<file path="config.mk">
export PLATFORM = sky130hd
export DESIGN_NAME = wdg_top
export DESIGN_NICKNAME = d
export VERILOG_FILES = /design/src/rtl/wdg_pkg.sv /design/src/rtl/wdg_regs.sv /design/src/rtl/wdg_timer.sv /design/src/rtl/wdg_outctl.sv /design/src/rtl/wdg_top.sv
export SDC_FILE = /design/constraint.sdc
export NUM_CORES = 1
export LEC_CHECK = 0
export ABC_AREA = 1
export BUFFER_PORTS_ARGS = -buffer_cell sky130_fd_sc_hd__buf_2
export CORE_ASPECT_RATIO = 0.9
export CORE_UTILIZATION = 50
export DETAILED_ROUTE_END_ITERATION = 8
export HOLD_SLACK_MARGIN = 0.02
export PLACE_DENSITY = 0.72
export RECOVER_POWER = 50
export SETUP_SLACK_MARGIN = 0.4
export SLEW_MARGIN = 20
export SYNTH_ARGS = -nofsm -noshare
export SYNTH_HDL_FRONTEND = slang
export SYNTH_SLANG_ARGS = --single-unit
export TNS_END_PERCENT = 50
</file>
<file path="constraint.sdc">
create_clock -name clk -period 3.6 [get_ports clk]
set_input_delay 0.36 -clock clk [delete_from_list [all_inputs] [get_ports clk]]
set_output_delay 0.36 -clock clk [all_outputs]
set_load 0.05 [all_outputs]
</file>
<file path="src/rtl/wdg_pkg.sv">
package wdg_pkg;
  localparam int MULT_W = 5;
  localparam int RES_W  = 2;
  localparam int DATA_W = 8;
  localparam logic [3:0] OFS_FLAGS = 4'd0;
  localparam logic [3:0] OFS_CTL   = 4'd7;

  typedef struct packed {
    logic              steer;
    logic [MULT_W-1:0] mult;
    logic [RES_W-1:0]  res;
  } wdg_ctl_t;
endpackage

</file>
<file path="src/rtl/wdg_regs.sv">
module wdg_regs
  import wdg_pkg::*;
(
  input  logic              clk,
  input  logic              rst_n,
  input  logic [3:0]        bus_addr,
  input  logic              bus_wr,
  input  logic              bus_rd,
  input  logic [DATA_W-1:0] bus_wdata,
  input  logic              wf,
  input  logic              batt_low,
  output wdg_ctl_t          ctl,
  output logic              wr_ctl,
  output logic              flag_rd,
  output logic [DATA_W-1:0] bus_rdata
);
  wdg_ctl_t ctl_q;

  assign wr_ctl  = bus_wr && (bus_addr == OFS_CTL);
  assign flag_rd = bus_rd && (bus_addr == OFS_FLAGS);
  assign ctl     = ctl_q;

  always_ff @(posedge clk) begin
    if (!rst_n)      ctl_q <= '0;
    else if (wr_ctl) ctl_q <= wdg_ctl_t'(bus_wdata);
  end

  always_comb begin
    case (bus_addr)
      OFS_FLAGS: bus_rdata = {wf, 2'b00, batt_low, 4'b0000};
      OFS_CTL:   bus_rdata = DATA_W'(ctl_q);
      default:   bus_rdata = '0;
    endcase
  end

  // control register changes only through its own write
  a_r2_ctl_hold: assert property (@(posedge clk) disable iff (!rst_n)
    !wr_ctl |=> $stable(ctl_q));
endmodule

</file>
<file path="src/rtl/wdg_timer.sv">
module wdg_timer
  import wdg_pkg::*;
#(
  parameter int RES_SHIFT = 2
)(
  input  logic              clk,
  input  logic              rst_n,
  input  logic              tick,
  input  logic              load,
  input  logic [MULT_W-1:0] load_mult,
  input  logic [RES_W-1:0]  load_res,
  output logic              expire
);
  localparam int CNT_W = MULT_W + RES_SHIFT * ((1 << RES_W) - 1);

  logic [CNT_W-1:0] remain;
  logic             armed;
  logic [CNT_W-1:0] load_val;

  assign load_val = CNT_W'(load_mult) << (int'(load_res) * RES_SHIFT);
  assign expire   = armed && tick && !load && (remain == CNT_W'(1));

  always_ff @(posedge clk) begin
    if (!rst_n) begin
      remain <= '0;
      armed  <= 1'b0;
    end else if (load) begin
      remain <= load_val;
      armed  <= |load_mult;
    end else if (expire) begin
      armed  <= 1'b0;
    end else if (armed && tick) begin
      remain <= remain - CNT_W'(1);
    end
  end

  // an armed counter always has ticks left to count
  a_r4_armed_nonzero: assert property (@(posedge clk) disable iff (!rst_n)
    armed |-> (remain != '0));
  // loading a zero multiplier leaves the watchdog off
  a_r4_zero_off: assert property (@(posedge clk) disable iff (!rst_n)
    (load && load_mult == '0) |=> !armed);
  // one expiry per load
  a_r3_single_fire: assert property (@(posedge clk) disable iff (!rst_n)
    (expire && !load) |=> !expire);
endmodule

</file>
<file path="src/rtl/wdg_outctl.sv">
module wdg_outctl #(
  parameter int PULSE_CYC = 8
)(
  input  logic clk,
  input  logic rst_n,
  input  logic expire,
  input  logic steer,
  input  logic flag_rd,
  output logic wf,
  output logic irq_n,
  output logic wdog_rst_n,
  output logic restart
);
  localparam int PCW = $clog2(PULSE_CYC + 1);

  logic           wf_q;
  logic           irq_q;
  logic [PCW-1:0] pulse_cnt;
  logic           rst_active;

  assign rst_active = (pulse_cnt != '0);
  assign restart    = (pulse_cnt == PCW'(1));
  assign wf         = wf_q;
  assign irq_n      = ~irq_q;
  assign wdog_rst_n = ~rst_active;

  always_ff @(posedge clk) begin
    if (!rst_n) begin
      wf_q      <= 1'b0;
      irq_q     <= 1'b0;
      pulse_cnt <= '0;
    end else begin
      if (expire)       wf_q <= 1'b1;
      else if (flag_rd) wf_q <= 1'b0;

      if (expire && !steer) irq_q <= 1'b1;
      else if (flag_rd)     irq_q <= 1'b0;

      if (expire && steer && !rst_active) pulse_cnt <= PCW'(PULSE_CYC);
      else if (rst_active)                pulse_cnt <= pulse_cnt - PCW'(1);
    end
  end

  // interrupt is only active with the flag set
  a_r6_irq_has_flag: assert property (@(posedge clk) disable iff (!rst_n)
    irq_q |-> wf_q);
  // flag read without a new expiry clears the flag
  a_r6_read_clears: assert property (@(posedge clk) disable iff (!rst_n)
    (flag_rd && !expire) |=> !wf_q);
  // pulse counter never exceeds its programmed length
  a_r7_pulse_bound: assert property (@(posedge clk) disable iff (!rst_n)
    pulse_cnt <= PCW'(PULSE_CYC));
  // reset output is released right after the restart strobe
  a_r7_release: assert property (@(posedge clk) disable iff (!rst_n)
    restart |=> !rst_active);
  // expiry always leaves the flag set
  a_r9_set_wins: assert property (@(posedge clk) disable iff (!rst_n)
    expire |=> wf_q);
endmodule

</file>
<file path="src/rtl/wdg_top.sv">
module wdg_top
  import wdg_pkg::*;
#(
  parameter int PULSE_CYC = 8,
  parameter int RES_SHIFT = 2
)(
  input  logic       clk,
  input  logic       rst_n,
  input  logic       tick_i,
  input  logic       batt_low_i,
  input  logic [3:0] bus_addr,
  input  logic       bus_wr,
  input  logic       bus_rd,
  input  logic [7:0] bus_wdata,
  output logic [7:0] bus_rdata,
  output logic       irq_n,
  output logic       wdog_rst_n
);
  wdg_ctl_t          ctl;
  wdg_ctl_t          wr_fields;
  logic              wr_ctl, flag_rd, wf, expire, restart, load;
  logic [MULT_W-1:0] ld_mult;
  logic [RES_W-1:0]  ld_res;

  assign wr_fields = wdg_ctl_t'(bus_wdata);
  assign load      = wr_ctl || restart;
  assign ld_mult   = wr_ctl ? wr_fields.mult : ctl.mult;
  assign ld_res    = wr_ctl ? wr_fields.res  : ctl.res;

  wdg_regs u_regs (
    .clk(clk), .rst_n(rst_n), .bus_addr(bus_addr), .bus_wr(bus_wr),
    .bus_rd(bus_rd), .bus_wdata(bus_wdata), .wf(wf), .batt_low(batt_low_i),
    .ctl(ctl), .wr_ctl(wr_ctl), .flag_rd(flag_rd), .bus_rdata(bus_rdata)
  );

  wdg_timer #(.RES_SHIFT(RES_SHIFT)) u_timer (
    .clk(clk), .rst_n(rst_n), .tick(tick_i), .load(load),
    .load_mult(ld_mult), .load_res(ld_res), .expire(expire)
  );

  wdg_outctl #(.PULSE_CYC(PULSE_CYC)) u_out (
    .clk(clk), .rst_n(rst_n), .expire(expire), .steer(ctl.steer),
    .flag_rd(flag_rd), .wf(wf), .irq_n(irq_n), .wdog_rst_n(wdog_rst_n),
    .restart(restart)
  );

  // outputs idle while the chip reset is held
  a_r1_idle_in_reset: assert property (@(posedge clk)
    !rst_n |=> (irq_n && wdog_rst_n));
endmodule

</file>
# Yosys cells after proc, flatten, opt, wreduce, memory -nomap -nowiden
# Cells that the tools add are included.
[totals]
regBits = 26
input_bits = 18
output_inout_bits = 10
word_cells = 54
[op_classes]
addsub = 2
n_eq_ne = 4
shifts = 1
muxes = 13
bitwise_logic = 3
reduce_logical = 22
[ops]
columns = ["cell", "count"]
rows = [
  ["11-bit two-way mux", 3],
  ["8-bit one-hot mux with 2 select lines", 1],
  ["11-bit by 1-bit == test with 1-bit output (second input constant)", 1],
  ["5-bit by 3-bit left shift with 11-bit output", 1],
  ["11-bit by 1-bit subtractor with 11-bit output (second input constant)", 1],
  ["2-bit nonzero test", 5],
  ["1-bit logical AND", 8],
  ["4-bit two-way mux", 2],
  ["1-bit two-way mux", 5],
  ["5-bit two-way mux", 1],
  ["5-bit OR reduction", 1],
  ["4-bit by 1-bit == test with 1-bit output (second input constant)", 1],
  ["4-bit by 3-bit == test with 1-bit output (second input constant)", 1],
  ["4-bit zero test", 1],
  ["4-bit nonzero test", 1],
  ["4-bit by 1-bit subtractor with 4-bit output (second input constant)", 1],
  ["1-bit zero test", 3],
  ["1-bit inverter", 3],
  ["2-bit two-way mux", 1],
  ["2-bit != test (second input constant)", 1],
  ["2-bit AND reduction", 1],
  ["2-bit OR reduction", 1],
  ["1-bit logical OR", 1],
]

# Logic depth before layout (Yosys ltp)
[depth]
depth_word = 9
depth_mapped = 11
depth_no_buf = 11

# Modules after synthesis
# From an unflattened synthesis, not the netlist that was laid out.
[hier_totals]
hier_cells = 332
area_unflattened_um2 = 1950.6
[by_module_without_submodules]
columns = ["module", "n_inst", "cells_each", "area_per_inst_um2", "seq_area_each_um2"]
rows = [
  ["wdg_timer", 1, 171, 994.7, 240.2],
  ["wdg_regs", 1, 89, 536.8, 160.2],
  ["wdg_outctl", 1, 48, 319.1, 120.1],
  ["wdg_top", 1, 24, 100.1, 0.0],
]

# Worst setup path before layout
# No wires, ideal clock.
[synth_timing]
path_type = "input to output"
start = "in bus_addr[3]"
end = "out bus_rdata[4]"
arrival_time_ns = 1.865
required_time_ns = 3.240
setup_slack_ns = 1.375
path_stages = 5
path_buffers = 0
path_cell_list = "inv_1 > nand2_1 > nor2_4 > inv_1 > o21ai_0"
[synth_via]
elab_chain_cells = 2
word_cells_on_any_way = 3
cone_classes = "eq/ne (1); mux (1); reduce/logical (1)"
[synth_lines]
columns = ["item", "line", "source"]
rows = [
  ["start, declared", "wdg_top.sv:11", "input logic [3:0] bus_addr,"],
  ["4-bit by 3-bit == test with 1-bit output / 4-bit zero test (equally long branches)", "wdg_regs.sv:29", "case (bus_addr)"],
  ["8-bit one-hot mux with 2 select lines *", "wdg_regs.sv:29", ""],
  ["end, declared", "wdg_top.sv:15", "output logic [7:0] bus_rdata,"],
]
# Mark *: on every way between the ends. The rest lies on a longest branch, timed or not.

# Final worst setup path
[layout_timing]
start = "in bus_addr[2]"
end = "reg u_timer.remain[4]"
[layout_via]
elab_chain_cells = 8
word_cells_on_any_way = 13
cone_classes = "eq/ne (2); shift (1); mux (3); reduce/logical (7)"
[layout_lines]
columns = ["item", "line", "source"]
rows = [
  ["4-bit by 3-bit == test with 1-bit output *", "wdg_regs.sv:19", "assign wr_ctl = bus_wr && (bus_addr == OFS_CTL);"],
  ["1-bit logical AND *", "wdg_regs.sv:19", ""],
  ["1-bit logical OR", "wdg_top.sv:26", "assign load = wr_ctl || restart;"],
  ["1-bit zero test", "wdg_timer.sv:21", "assign expire = armed && tick && !load && (remain == CNT_W'(1));"],
  ["1-bit logical AND (2 in a row)", "wdg_timer.sv:21", ""],
  ["2-bit != test (no source line)", "n/a", ""],
  ["2-bit AND reduction (no source line)", "n/a", ""],
  ["end signal, assigned", "wdg_timer.sv:28", "remain <= load_val;"],
  ["end signal, assigned", "wdg_timer.sv:33", "remain <= remain - CNT_W'(1);"],
  ["end, declared", "wdg_timer.sv:16", "logic [CNT_W-1:0] remain;"],
]
# Marked as above.
# A chain may end at the register's enable or synchronous reset.

==> flow_summary_export.csv <==
group,metric,value,unit
timing,max_slew_margin,0.611,
global_routing,grt_pass1_wl,6770,um
cts,cts_inserted_buffers,3,
logic_synthesis,synthCells,279,
logic_synthesis,synth_top_area_frac,0.291,
global_routing,grt_antenna_before_repair,0,
timing,finClkSkew,0.00217,ns
drt,wl_met3,214,um
global_routing,grt_max_degree,16,
timing,worst_pin_slew,0.587,ns
finish,final_common_cell,"nand2_1",
placed_design,port_buffers,27,
placed_design,placed_cells,344,
setup_path,cp.arrival,2.30,ns
logic_synthesis,synth_edf_count,0,
cts,clk_pin_slew,0.09,ns
drt,drt_iter0_markers,136,
drt,drc,0,
finish,utilization,0.579,
setup_path,crit_required,3.83,ns
die,start_util,0.526,
cts,clkSinkCount,26,
timing,finalCritPeriodShare,0.573,
hold_path,worstHoldPathType,"primary input to register",
cts,cts_resized,0,
placed_design,place_congestion,0.835,
logic_synthesis,ys_top_cells_by_area,"dfxtp_1, nand2_1, inv_1",
logic_synthesis,synth_largest_area_cell,"dfxtp_1",
die,rows,20,
timing,setup_viol,0,
timing,max_freq,485,MHz
drt,first_pass_iters,4,
cts,cts_root_buffer,"clkbuf_8",
finish,design_area,1970,um2
finish,drive_above_1_share,0.161,
logic_synthesis,ys_types,31,
timing,rsz0062_at_grt,"false",
setup_path,crit_fanout,14,
status,outcome,"complete, no violations",
die,die_area,3820,um2
drt,drt-met1-wl,1980,um
finish,nets,328,
cts,cts_hold_buf,0,
drt,drt_wl_total,3940,um
logic_synthesis,yosysWarnings,0,
timing,fin_tns_setup,0,ns
drt,via_per_inst,5.07,
finish,antenna_cells,0,
cts,ctsHtreeMaxLevel,1,
die,ios,28,
timing,hold_viol,0,
power_and_ir_drop,ir_drop,0.000461,V
finish,instances_no_fill,348,
die,fp.dieW,65.1,um
die,core-area,3400,um2
logic_synthesis,ys_ff_latch,26,
logic_synthesis,synth_top_flop_cell,"dfxtp_1",
logic_synthesis,syn_area_per_cell,6.41,um2
run,max_cap_viol_count,0,
die,die_y,58.8,um
logic_synthesis,yosysSeqAreaShare,0.291,
global_routing,gr-total-overflow,0,
logic_synthesis,netlist_area,1790,um2
placed_design,placed_area,1940,um2
setup_path,rrSetupSlack,1.79,ns
timing,final_max_slew_viol_count,0,
cts,clockBufferDepth,2,
cts,clk_latency,0.28,ns
drt,dr_wl_met2,1680,um
drt,detail-route-antenna-nets,0,
finish,syn2layout_area_growth,10.1,%
timing,fin_crit,2.06,ns
logic_synthesis,synthArstFlopShare,0,
setup_path,setup.worst_path.start_class,"primary input",
power_and_ir_drop,power,1.55,mW
power_and_ir_drop,leakage,0.981,nW
drt,top_layer,"met4",
cts,post_cts_buffers,0,
drt,wire_per_inst,11.3,um
finish,layout_common_cells,"nand2_1, inv_1, nor2_1",
setup_path,crit_path_end_kind,"register",
drt,vias,1763,
setup_path,crit_type,"primary input to register",
placed_design,post-dp-hpwl,3010,um
logic_synthesis,syn_nets,302,
power_and_ir_drop,power_density,785,nW/um2
global_routing,grt_pass1_vias,1561,
global_routing,grt_usage,0.229,
cts,cts_tree,"yes",
## path summary, 6_finish.rpt
kind | from | cells after the start | endpoint
min reg2reg | u_out.pulse_cnt[1] | 2 | u_out.pulse_cnt[1]
min | bus_rd | 4 | u_out.irq_q
max reg2reg | u_out.pulse_cnt[1] | 10 | u_timer.remain[4]
max | bus_addr[2] | 11 | u_timer.remain[4]
## cell usage after synthesis (2+ instances only)
cell	instances
nand2_1	60
inv_1	43
nor2_1	29
nand3_1	27
dfxtp_1	26
o21ai_0	19
a21oi_1	14
o21ai_1	8
nand2_2	7
ha_1	5
nor2_4	5
nand2_4	4
nand4_1	4
nor2_2	4
and2_1	2
buf_2	2
buf_6	2
inv_2	2
nand3b_1	2
o21ai_2	2
or2_2	2
## registers in the layout, summed over array words and instances (netlist names)
| register | count |
|---|---|
| u_out.wf | 1 |
| u_timer.armed | 1 |
| u_timer.remain | 11 |
| u_regs.ctl | 8 |
| u_out.irq_q | 1 |
| u_out.pulse_cnt | 4 |
## cell families after synthesis
| family | count (synthesis) | share of synthesized area |
|---|---|---|
| AO/OA/AOI/OAI | 44 | 0.129 |
| XOR/XNOR | 2 | 0.00979 |
| adder cells (fa/ha/maj) | 5 | 0.0350 |
| buffers and inverters | 52 | 0.120 |
| flip-flops | 26 | 0.291 |
| AND/OR/NAND/NOR | 150 | 0.415 |
## layer usage
layer	vias to the layer above	GRT usage
met5	-	0
met4	0	0.0621
met3	7	0.0465
met2	42	0.371
met1	784	0.310
li1	930	-
## per-stage QoR
| step | hold WS [ns] | setup slack [ns] |
|---|---|---|
| 2_1_floorplan | 0.430 | 1.37 |
| 3_3_place_gp | 0.447 | 1.85 |
| 3_5_place_dp | 0.457 | 1.79 |
| 4_1_cts | 0.362 | 1.78 |
| 5_1_grt | 0.412 | 1.35 |
| 6_report | 0.362 | 1.54 |
## area by class of cell
| class | instances | area, um2 |
|---|---|---|
| Clock buffer | 3 | 41.3 |
| Clock inverter | 1 | 30.0 |
| Fill cell | 350 | 1430 |
| Inverter | 46 | 175 |
| Multi-Input combinational cell | 201 | 1020 |
| Sequential cell | 26 | 520 |
| Tap cell | 44 | 55.1 |
| Timing Repair Buffer | 27 | 131 |
## power by group
part           switching, mW  internal, mW  total [mW]  leakage [nW]
sequential            0.0735         0.372       0.445         0.213
combinational          0.550         0.304       0.854         0.733
clock                 0.0974         0.149       0.246        0.0357
total                  0.721         0.825        1.55         0.981
## worst max-delay path: stages
cell and delay (ns):
clkbuf_1 0.10, nand2_1 0.11, clkinv_1 0.06, nand3_1 0.37, nand2_1 0.38, inv_4 0.14
nor2_1 0.39, nand3_1 0.16, nand3_1 0.12, nand2_1 0.06, inv_1 0.04
(Power assumes the default switching activity.)
